**config.mk**
```make
export PLATFORM = sky130hd
export DESIGN_NAME = lps_addr_gen
export DESIGN_NICKNAME = d
export VERILOG_FILES = /design/src/rtl/lps_pkg.sv /design/src/rtl/lps_ctrl.sv /design/src/rtl/lps_hist.sv /design/src/rtl/lps_phase.sv /design/src/rtl/lps_addr_gen.sv
export SDC_FILE = /design/constraint.sdc
export NUM_CORES = 1
export LEC_CHECK = 0
export ABC_AREA = 1
export BUFFER_PORTS_ARGS = -buffer_cell sky130_fd_sc_hd__clkbuf_2
export CAP_MARGIN = 20
export CORE_UTILIZATION = 51
export DETAILED_ROUTE_END_ITERATION = 12
export PLACE_DENSITY = 0.84
export SYNTH_ARGS = -nofsm -noshare
export SYNTH_HDL_FRONTEND = slang
export SYNTH_SLANG_ARGS = --single-unit
```
**constraint.sdc**
```tcl
create_clock -name clk -period 1.9 [get_ports clk]
set_input_delay 0.095 -clock clk [delete_from_list [all_inputs] [get_ports clk]]
set_output_delay 0.095 -clock clk [all_outputs]
set_load 0.01 [all_outputs]
```
**src/rtl/lps_pkg.sv**
```systemverilog
package lps_pkg;
  typedef struct packed {
    logic bypass;
    logic bank_i;
    logic bank_q;
  } lps_cfg_t;

  localparam lps_cfg_t LPS_CFG_RESET = '{bypass: 1'b1, bank_i: 1'b0, bank_q: 1'b0};
endpackage

```
**src/rtl/lps_ctrl.sv**
```systemverilog
module lps_ctrl
  import lps_pkg::*;
(
  input  logic     clk,
  input  logic     rst_n,
  input  logic     cfg_wr,
  input  lps_cfg_t cfg_in,
  input  logic     sym_stb,
  output logic     bypass,
  output logic     bank_i,
  output logic     bank_q
);
  lps_cfg_t pend_q, pend_d;
  logic     act_i_q, act_i_d;
  logic     act_q_q, act_q_d;

  // staged copy follows every write; active banks load only at a symbol edge
  always_comb begin
    pend_d  = pend_q;
    if (cfg_wr) pend_d = cfg_in;
    act_i_d = act_i_q;
    act_q_d = act_q_q;
    if (sym_stb) begin
      act_i_d = pend_d.bank_i;
      act_q_d = pend_d.bank_q;
    end
  end

  always_ff @(posedge clk or negedge rst_n) begin
    if (!rst_n) begin
      pend_q  <= LPS_CFG_RESET;
      act_i_q <= LPS_CFG_RESET.bank_i;
      act_q_q <= LPS_CFG_RESET.bank_q;
    end else begin
      pend_q  <= pend_d;
      act_i_q <= act_i_d;
      act_q_q <= act_q_d;
    end
  end

  assign bypass = pend_q.bypass;
  assign bank_i = act_i_q;
  assign bank_q = act_q_q;
endmodule

```
**src/rtl/lps_hist.sv**
```systemverilog
module lps_hist #(
  parameter int SYM_W = 4,
  parameter int DEPTH = 3,
  localparam int HIST_W = SYM_W * DEPTH
) (
  input  logic              clk,
  input  logic              rst_n,
  input  logic              sym_stb,
  input  logic [SYM_W-1:0]  sym_in,
  output logic [HIST_W-1:0] hist
);
  logic [SYM_W-1:0] stage_q [DEPTH];
  logic [SYM_W-1:0] stage_d [DEPTH];

  for (genvar s = 0; s < DEPTH; s++) begin : g_stage
    always_comb begin
      stage_d[s] = stage_q[s];
      if (sym_stb) begin
        if (s == 0) stage_d[s] = sym_in;
        else        stage_d[s] = stage_q[(s == 0) ? 0 : s-1];
      end
    end

    always_ff @(posedge clk or negedge rst_n) begin
      if (!rst_n) stage_q[s] <= '0;
      else        stage_q[s] <= stage_d[s];
    end

    // newest symbol in the lowest slice
    assign hist[s*SYM_W +: SYM_W] = stage_q[s];
  end
endmodule

```
**src/rtl/lps_phase.sv**
```systemverilog
module lps_phase #(
  parameter int PH_W = 3
) (
  input  logic            clk,
  input  logic            rst_n,
  input  logic            sym_stb,
  input  logic            sample_stb,
  input  logic [PH_W-1:0] sps_m1,
  output logic [PH_W-1:0] phase
);
  logic [PH_W-1:0] ph_q, ph_d;

  always_comb begin
    ph_d = ph_q;
    if (sym_stb)
      ph_d = '0;
    else if (sample_stb)
      ph_d = (ph_q >= sps_m1) ? '0 : ph_q + 1'b1;
  end

  always_ff @(posedge clk or negedge rst_n) begin
    if (!rst_n) ph_q <= '0;
    else        ph_q <= ph_d;
  end

  assign phase = ph_q;
endmodule

```
**src/rtl/lps_addr_gen.sv**
```systemverilog
module lps_addr_gen
  import lps_pkg::*;
#(
  parameter int SYM_W = 4,
  parameter int DEPTH = 3,
  parameter int PH_W  = 3,
  localparam int HIST_W = SYM_W * DEPTH,
  localparam int ADDR_W = 1 + HIST_W + PH_W
) (
  input  logic              clk,
  input  logic              rst_n,
  input  logic              sym_stb,
  input  logic              sample_stb,
  input  logic [SYM_W-1:0]  i_sym,
  input  logic [SYM_W-1:0]  q_sym,
  input  logic [PH_W-1:0]   sps_m1,
  input  logic              cfg_wr,
  input  logic              cfg_bypass,
  input  logic              cfg_bank_i,
  input  logic              cfg_bank_q,
  output logic [ADDR_W-1:0] i_addr,
  output logic [ADDR_W-1:0] q_addr,
  output logic              bypass_o,
  output logic [SYM_W-1:0]  dac_direct
);
  localparam int NCH = 2;

  lps_cfg_t         cfg_in;
  logic             bypass, bank_i, bank_q;
  logic [PH_W-1:0]  phase;
  logic [SYM_W-1:0] ch_sym  [NCH];
  logic [HIST_W-1:0] ch_hist [NCH];
  logic [SYM_W-1:0] dir_q, dir_d;

  assign cfg_in = '{bypass: cfg_bypass, bank_i: cfg_bank_i, bank_q: cfg_bank_q};

  lps_ctrl u_ctrl (
    .clk(clk), .rst_n(rst_n), .cfg_wr(cfg_wr), .cfg_in(cfg_in),
    .sym_stb(sym_stb), .bypass(bypass), .bank_i(bank_i), .bank_q(bank_q)
  );

  lps_phase #(.PH_W(PH_W)) u_phase (
    .clk(clk), .rst_n(rst_n), .sym_stb(sym_stb), .sample_stb(sample_stb),
    .sps_m1(sps_m1), .phase(phase)
  );

  assign ch_sym[0] = i_sym;
  assign ch_sym[1] = q_sym;

  for (genvar c = 0; c < NCH; c++) begin : g_ch
    lps_hist #(.SYM_W(SYM_W), .DEPTH(DEPTH)) u_hist (
      .clk(clk), .rst_n(rst_n), .sym_stb(sym_stb),
      .sym_in(ch_sym[c]), .hist(ch_hist[c])
    );
  end

  // direct path register: latest I symbol
  always_comb begin
    dir_d = dir_q;
    if (sym_stb) dir_d = i_sym;
  end

  always_ff @(posedge clk or negedge rst_n) begin
    if (!rst_n) dir_q <= '0;
    else        dir_q <= dir_d;
  end

  assign i_addr     = {bank_i, ch_hist[0], phase};
  assign q_addr     = {bank_q, ch_hist[1], phase};
  assign bypass_o   = bypass;
  assign dac_direct = bypass ? dir_q : '0;
endmodule

```
# After elaboration in Yosys (flattened, before gate mapping)
# Index checks and enable logic that the tools add are counted.
dict set report classes {
  reduce_logical 1
  muxes 5
  add_sub_neg 1
  n_lt_le_gt_ge 1
}
# cell n
set ops {}
lappend ops {{$mux W3} 3}
lappend ops {{$mux W4} 1}
lappend ops {{$add A3 B1 Y3 const B} 1}
lappend ops {{$ge A3 B3 Y1} 1}
lappend ops {{$mux W2} 1}
lappend ops {{$reduce_bool A2 Y1} 1}
dict set report word_totals {
  inputBits 19
  ff_bits 32
  wordCells 20
  output_inout_bits 37
}

# Depth between registers and ports, before layout
# Gate-level depths: netlist (run 1).
dict set report logic_depth {
  ltp_word 4
  mapped_depth 7
  ltp_nobuf 7
}

# By module
# Synthesis (run 1) repeated with hierarchy kept, for this count alone.
dict set report unflattened {
  cells_unflattened 188
  hier_area_um2 1592.8
}
# module cells_each area_each_um2 n_inst seq_area_each_um2
set modules_own_cells {}
lappend modules_own_cells {lps_hist 51 462.9 2 300.3}
lappend modules_own_cells {lps_phase 30 237.7 1 75.1}
lappend modules_own_cells {lps_addr_gen 30 216.5 1 100.1}
lappend modules_own_cells {lps_ctrl 26 212.7 1 126.4}

# Least setup slack after synthesis (run 1)
# Ideal clock, no wire load.
dict set report synth_timing {
  kind {register to register}
  from {register u_phase.ph_q[2] (netlist: u_phase.phase[2])}
  to {register u_phase.ph_q[0] (netlist: u_phase.phase[0])}
  setup_slack_ns 0.716
  required_time_ns 1.823
  n_path_buf 0
  arrival_time_ns 1.107
  stages_incl_launch_ff 5
  setup_ns 0.077
  synth_period_minus_slack_ns 1.184
  path_cell_list {dfrtp_1 > ha_1 > a21oi_1 > nand3_1 > a21oi_1}
}
dict set report synth_between {
  elab_chain_cells 4
}
# item line
set synth_lines {}
lappend synth_lines {{start: declaration} lps_phase.sv:11} ;# logic [PH_W-1:0] ph_q, ph_d;
lappend synth_lines {{start signal: assignment} lps_phase.sv:23} ;# else ph_q <= ph_d;
lappend synth_lines {{$ge A3 B3 Y1} lps_phase.sv:18} ;# ph_d = (ph_q >= sps_m1) ? '0 : ph_q + 1'b1;
lappend synth_lines {{$mux W3} lps_phase.sv:18}
lappend synth_lines {{$mux W3} lps_phase.sv:17} ;# else if (sample_stb)
lappend synth_lines {{$mux W3} lps_phase.sv:15} ;# if (sym_stb)
# No other way between the ends. The select of a mux whose other input is x is not followed.
# A chain may end at the register's enable or synchronous reset.

# Final worst setup path (run 1)
# Same ends and word-level chain as after synthesis.

==> impl_metrics.env, run 1 <==
export IMPL_outcome="finished, final reports clean"
export IMPL_hold_buffers=10
export IMPL_gp_congestion=0.781
export IMPL_antenna_found_initial=0
export IMPL_grt_pass1_vias=1134
export IMPL_fin_cells=247
export IMPL_rows=18
export IMPL_cts_root_buf="clkbuf_4"
export IMPL_wl_met1_mm=1.24
export IMPL_ant_nets=0
export IMPL_critical_path_buf_inv_count=0
export IMPL_die_width_um=54.2
export IMPL_die_h_um=54.2
export IMPL_fmax_mhz=763
export IMPL_clk_pin_slew_ns=0.09
export IMPL_leakagePower_nw=1.04
export IMPL_p_per_area_nw_per_um2=816
export IMPL_via_per_inst=4.95
export IMPL_drc=0
export IMPL_dieArea_sq_um=2940
export IMPL_drt_first_pass_iters=5
export IMPL_first_iter_violations=19
export IMPL_wire_per_inst_um=12.3
export IMPL_grt_overflow=0
export IMPL_fin_crit_sh=0.690
export IMPL_setup_viol=0
export IMPL_fin_util=0.706
export IMPL_layout_nets=239
export IMPL_ir_drop_mv=0.705
export IMPL_critPathKind="reg2reg"
export IMPL_slowest_stage="dfrtp_1"
export IMPL_drv_slew=0
export IMPL_ys_types=16
export IMPL_numCtsBuffers=5
export IMPL_cts_tree="done"
export IMPL_maxCapViolCount=0
export IMPL_htreeDepth=2
export IMPL_yosys_warnings=0
export IMPL_startpoint_type="flop"
export IMPL_worst_setup_path_end_kind="flop"
export IMPL_min_period_ns=1.31
export IMPL_cp_slowest_stage_delay_ns=0.44
export IMPL_maxUsedRoutingLayer="met4"
export IMPL_path_cells="ha_1 -> a21oi_1 -> nand3_1 -> a21oi_1"
export IMPL_grt_setup_unrepaired="no"
export IMPL_cp_max_fo=5
export IMPL_cp_num_cells=4
export IMPL_numPortBuffers=55
export IMPL_syn_inst=154
export IMPL_clock_sinks=32
export IMPL_tns_ns=0
export IMPL_hold_viol_final=0
export IMPL_io_pins=56
export IMPL_cts_resized=0
export IMPL_r2r_cells=4
export IMPL_grt_pass1_wl_mm=4.64
export IMPL_cts_buffer_depth=2
export IMPL_syn2layout_area_growth_pct=28.1
export IMPL_slew_headroom=0.486
export IMPL_track_usage=0.231
export IMPL_worst_endpoint_required_ns=2.15
export IMPL_insertion_delay_ns=0.33
export IMPL_initial_core_util=0.552
export IMPL_syn_area_sq_um=1390
export IMPL_post_dp_hpwl_mm=1.99
export IMPL_min_path_cells=3
export IMPL_met3_length_um=193
export IMPL_cp_arrival_ns=1.56
export IMPL_fin_area_sq_um=1780
export IMPL_hold_path_class="in2reg"
export IMPL_grt_max_degree=33
export IMPL_post_cts_buffers=0
export IMPL_synth_seq_cells=32
export IMPL_fin_skew_ns=0.00513
export IMPL_crit_family="flip-flops"
export IMPL_avgSynthCellArea_sq_um=9.03
export IMPL_synth_fp_nets=177
export IMPL_n_antenna_cell=0
export IMPL_wl_met2_mm=1.52
export IMPL_cp_common_cell="a21oi_1"
export IMPL_layout_drive_gt1_share=0.313
export IMPL_placed_cell_area_sq_um=1630
export IMPL_dp_cells=229
export IMPL_yosysSeqAreaShare=0.576
export IMPL_r2r_slack_ns=0.59
export IMPL_wl_mm=3.04
export IMPL_num_vias=1222
export IMPL_coreArea_sq_um=2520
export IMPL_worstMarginPinSlew_ns=0.771
registers in the layout, summed over array words and instances, names as in the netlist:
| register | count |
|---|---|
| g_ch.u_hist.hist | 20 |
| dir_q | 4 |
| u_phase.phase | 3 |
| u_ctrl.pend_q | 2 |
| u_ctrl.bank_i | 1 |
| u_ctrl.bank_q | 1 |
| u_ctrl.bypass | 1 |
area by class of cell:
type	instances	area [sq um]
Sequential cell	32	802
Fill cell	191	741
Multi-Input combinational cell	90	430
Timing Repair Buffer	66	383
Inverter	21	78.8
Clock buffer	7	45.0
Tap cell	30	37.5
Clock inverter	1	5.00
per-layer routing:
| metal | up-vias | track usage |
|---|---|---|
| li1 | 590 | - |
| met1 | 564 | 0.247 |
| met2 | 55 | 0.384 |
| met3 | 13 | 0.0639 |
| met4 | 0 | 0.175 |
| met5 | - | 0 |
path summary, 6_finish.rpt:
kind                                             start                 endpoint
worst min-delay path                        cfg_bank_i         u_ctrl.pend_q[1]
worst max-delay path                  u_phase.phase[2]         u_phase.phase[0]
worst min register to register  g_ch[1].u_hist.hist[9]   g_ch[1].u_hist.hist[9]
max in group asynchronous                        rst_n  g_ch[1].u_hist.hist[11]
min in group asynchronous                        rst_n  g_ch[1].u_hist.hist[10]
worst max register to register        u_phase.phase[2]         u_phase.phase[0]
tightest hold or removal path, delay by kind of cell:
family                 cells  cell delay (ns)
AOI/OAI and AO/OA          1             0.09
and+or+nand+nor            1             0.04
buffers and inverters      1             0.08
cell usage in the layout (no fill, tap or decap), drive strengths merged:
master,n
buf,1
clkinv,1
inv,21
ha,4
o21ai,20
dlygate4sd3,10
mux2,1
clkbuf,62
a21oi,5
nand2,57
nand3,3
dfrtp,31
dfstp,1
cells by family after synthesis:
group,synth area share
compound gates,0.0953
fa+ha+maj,0.0360
buf+inv,0.114
flops,0.576
mux,0.00809
simple gates,0.170
metrics by stage:
| step | worst slack (ns) | power, mW | hold slack, ns |
|---|---|---|---|
| 2_1_floorplan | 0.716 | 0.966 | -0.201 |
| 3_3_place_gp | 0.719 | 1.07 | 0.191 |
| 3_5_place_dp | 0.629 | 1.09 | 0.208 |
| 4_1_cts | 0.609 | 1.46 | 0.0141 |
| 5_1_grt | 0.462 | 1.55 | 0.0182 |
| 6_report | 0.589 | 1.45 | 0.0150 |
cell usage after synthesis, drive strengths merged:
cell    n  share of area
mux2    1         0.0081
a21oi   5          0.023
nand3   3          0.011
ha      4          0.036
buf    11          0.058
nand2  57           0.16
inv    21          0.057
dfstp   1          0.019
o21ai  20          0.072
dfrtp  31           0.56
power breakdown:
part	internal (mW)	switching [mW]	total, mW
Sequential	0.753	0.0489	0.802
Combinational	0.122	0.170	0.292
Clock	0.144	0.216	0.360
Note: power is estimated with default switching activity, not from simulation.
==> inputs of run 2 (changes only) <==
--- a/config.mk
+++ b/config.mk
@@ -8,9 +8,9 @@
 export ABC_AREA = 1
 export BUFFER_PORTS_ARGS = -buffer_cell sky130_fd_sc_hd__clkbuf_2
 export CAP_MARGIN = 20
-export CORE_UTILIZATION = 51
+export CORE_UTILIZATION = 42
 export DETAILED_ROUTE_END_ITERATION = 12
-export PLACE_DENSITY = 0.84
+export PLACE_DENSITY = 0.74
 export SYNTH_ARGS = -nofsm -noshare
 export SYNTH_HDL_FRONTEND = slang
 export SYNTH_SLANG_ARGS = --single-unit
==> constraint.sdc (replaced) <==
create_clock -name clk -period 1.19 [get_ports clk]
set_input_delay 0.0595 -clock clk [delete_from_list [all_inputs] [get_ports clk]]
set_output_delay 0.0595 -clock clk [all_outputs]
set_load 0.01 [all_outputs]
==> run 2 against run 1 <==
Compared with the run above:
- the flow now finishes with violations (setup timing)
- count of clock-buffer cells in the layout grew 1
- global-route usage fell by 3.5 points
- total power rose by 72%
- hold slack lost 0.0023 ns
- critical path depth fell by 1
- flip-flop and latch count stayed put
- first-iteration DRC count grew to 3.0 times the previous value
- clock power grew 94%
- combinational power is 80% higher
- wire length is 2.8% higher
- register-to-register slack lost 0.60 ns
- critical path type is now reg2out
- critical endpoint is now dac_direct[1]
==> impl_metrics.env, run 2 (same netlist as run 1, synthesis figures left out) <==
export IMPL_p_clk_frac=0.280
export IMPL_slew_headroom=0.740
export IMPL_cp_arrival_ns=1.15
export IMPL_n_antenna_cell=0
export IMPL_hold_path_class="in2reg"
export IMPL_hold_viol_final=0
export IMPL_clk_pin_slew_ns=0.09
export IMPL_p_per_area_nw_per_um2=1280
export IMPL_htreeDepth=2
export IMPL_post_dp_hpwl_mm=2.00
export IMPL_fmax_mhz=824
export IMPL_fin_skew_ns=0.0101
export IMPL_grt_pass1_vias=1204
export IMPL_num_vias=1210
export IMPL_violations="setup timing"
export IMPL_largest_register_ffs=20
export IMPL_syn2layout_area_growth_pct=40.5
export IMPL_fin_ws_ns=-0.0233
export IMPL_power_frac_seq=0.510
export IMPL_antenna_found_initial=0
export IMPL_outcome="complete, but fails checks"
export IMPL_total_power_mw=2.50
export IMPL_fin_crit_sh=1.02
export IMPL_drv_slew=0
export IMPL_fin_util=0.630
export IMPL_insertion_delay_ns=0.33
export IMPL_grt_max_degree=33
export IMPL_numCtsBuffers=5
export IMPL_drt_first_pass_iters=4
export IMPL_worstMarginPinSlew_ns=0.391
export IMPL_combPwrFrac=0.210
export IMPL_internal_power_mw=1.79
export IMPL_grt_pass1_wl_mm=4.95
export IMPL_hold_ws_ns=0.0127
export IMPL_cts_buffer_depth=2
export IMPL_wire_per_inst_um=11.5
export IMPL_cts_root_buf="clkbuf_4"
export IMPL_cp_max_fo=6
export IMPL_wl_mm=3.13
export IMPL_track_usage=0.197
export IMPL_maxCapViolCount=0
export IMPL_grt_setup_unrepaired="yes"
export IMPL_dieArea_sq_um=3550
export IMPL_via_per_inst=4.46
export IMPL_coreArea_sq_um=3100
export IMPL_numPortBuffers=55
export IMPL_critPathKind="reg2out"
export IMPL_min_period_ns=1.21
export IMPL_clock_sinks=32
export IMPL_mostFrequentLayoutCells="nand2_1, clkbuf_2, dfrtp_1, inv_1, o21ai_0"
export IMPL_drc=0
export IMPL_setup_viol=6
export IMPL_worst_setup_path_end_kind="output pin"
export IMPL_die_width_um=59.6
export IMPL_layout_drive_gt1_share=0.383
export IMPL_rows=20
export IMPL_io_pins=56
export IMPL_ir_drop_mv=0.661
export IMPL_gp_congestion=0.798
export IMPL_first_iter_violations=57
export IMPL_leakagePower_nw=1.10
export IMPL_switchingPower_uw=716
export IMPL_startpoint_type="flop"
export IMPL_layout_nets=249
export IMPL_final_common_cell="nand2_1"
export IMPL_switching_share=0.286
export IMPL_die_h_um=59.6
export IMPL_grt_overflow=0
export IMPL_worst_endpoint_required_ns=1.13
export IMPL_initial_core_util=0.448
export IMPL_ant_nets=0
export IMPL_cts_tree="done"
run 2: path summary, 6_finish.rpt:
path	startpoint	end	slack, ns	depth (start not counted)
min	sample_stb	u_phase.phase[0]	0.01	3
min reg2reg	g_ch[1].u_hist.hist[11]	g_ch[1].u_hist.hist[11]	0.48	2
max	u_ctrl.bypass	dac_direct[1]	-0.02	3
min in group asynchronous	rst_n	g_ch[0].u_hist.hist[5]	0.28	3
max reg2reg	u_phase.phase[0]	u_phase.phase[2]	-0.01	7
max in group asynchronous	rst_n	u_ctrl.bypass	0.59	3
run 2: worst max-delay path: stages, from the launching register on:
cell and delay [ns]:
dfstp_2 0.58, nand2_1 0.06, inv_1 0.05, buf_2 0.13
run 2: area by class of cell:
type                            count  area (sq um)
Fill cell                         304          1150
Sequential cell                    32           802
Timing Repair Buffer               76           482
Multi-Input combinational cell     90           468
Inverter                           21          78.8
Clock buffer                        8          68.8
Tap cell                           44          55.1
run 2: per-stage QoR:
step	instances	instance area, sq um	TNS [ns]	setup slack (ns)
floorplan	154	1390	0	0.00568
global placement	246	1680	0	0.0333
detailed placement	246	1680	0	0.0000350
CTS	267	1880	-0.0687	-0.0184
global route	271	1950	-0.609	-0.102
finish	271	1950	-0.0385	-0.0233
run 2: per-layer routing:
metal | share of wire | GRT usage | vias to the layer above
met5 | 0 | 0 | -
met4 | 0.034 | 0.140 | 0
met3 | 0.050 | 0.0568 | 12
met2 | 0.53 | 0.327 | 35
met1 | 0.39 | 0.214 | 555
li1 | - | - | 608
run 2: power groups by stage:
stage	logic, mW	registers, mW	clock network, mW
6_report	0.525	1.28	0.700
3_5_place_dp	0.449	1.30	0
5_1_grt	0.596	1.29	0.758
2_1_floorplan	0.203	1.34	0
4_1_cts	0.488	1.28	0.715
3_3_place_gp	0.436	1.30	0
run 2: what timing repair did:
action / 4_1_cts / 5_1_grt
hold buffers: 12 / 0
pin swaps: 0 / 1
endpoints found under the setup margin: 7 / 7
setup buffers: 1 / 4
resized for setup: 1 / 14
endpoints found under the hold margin: 42 / 0
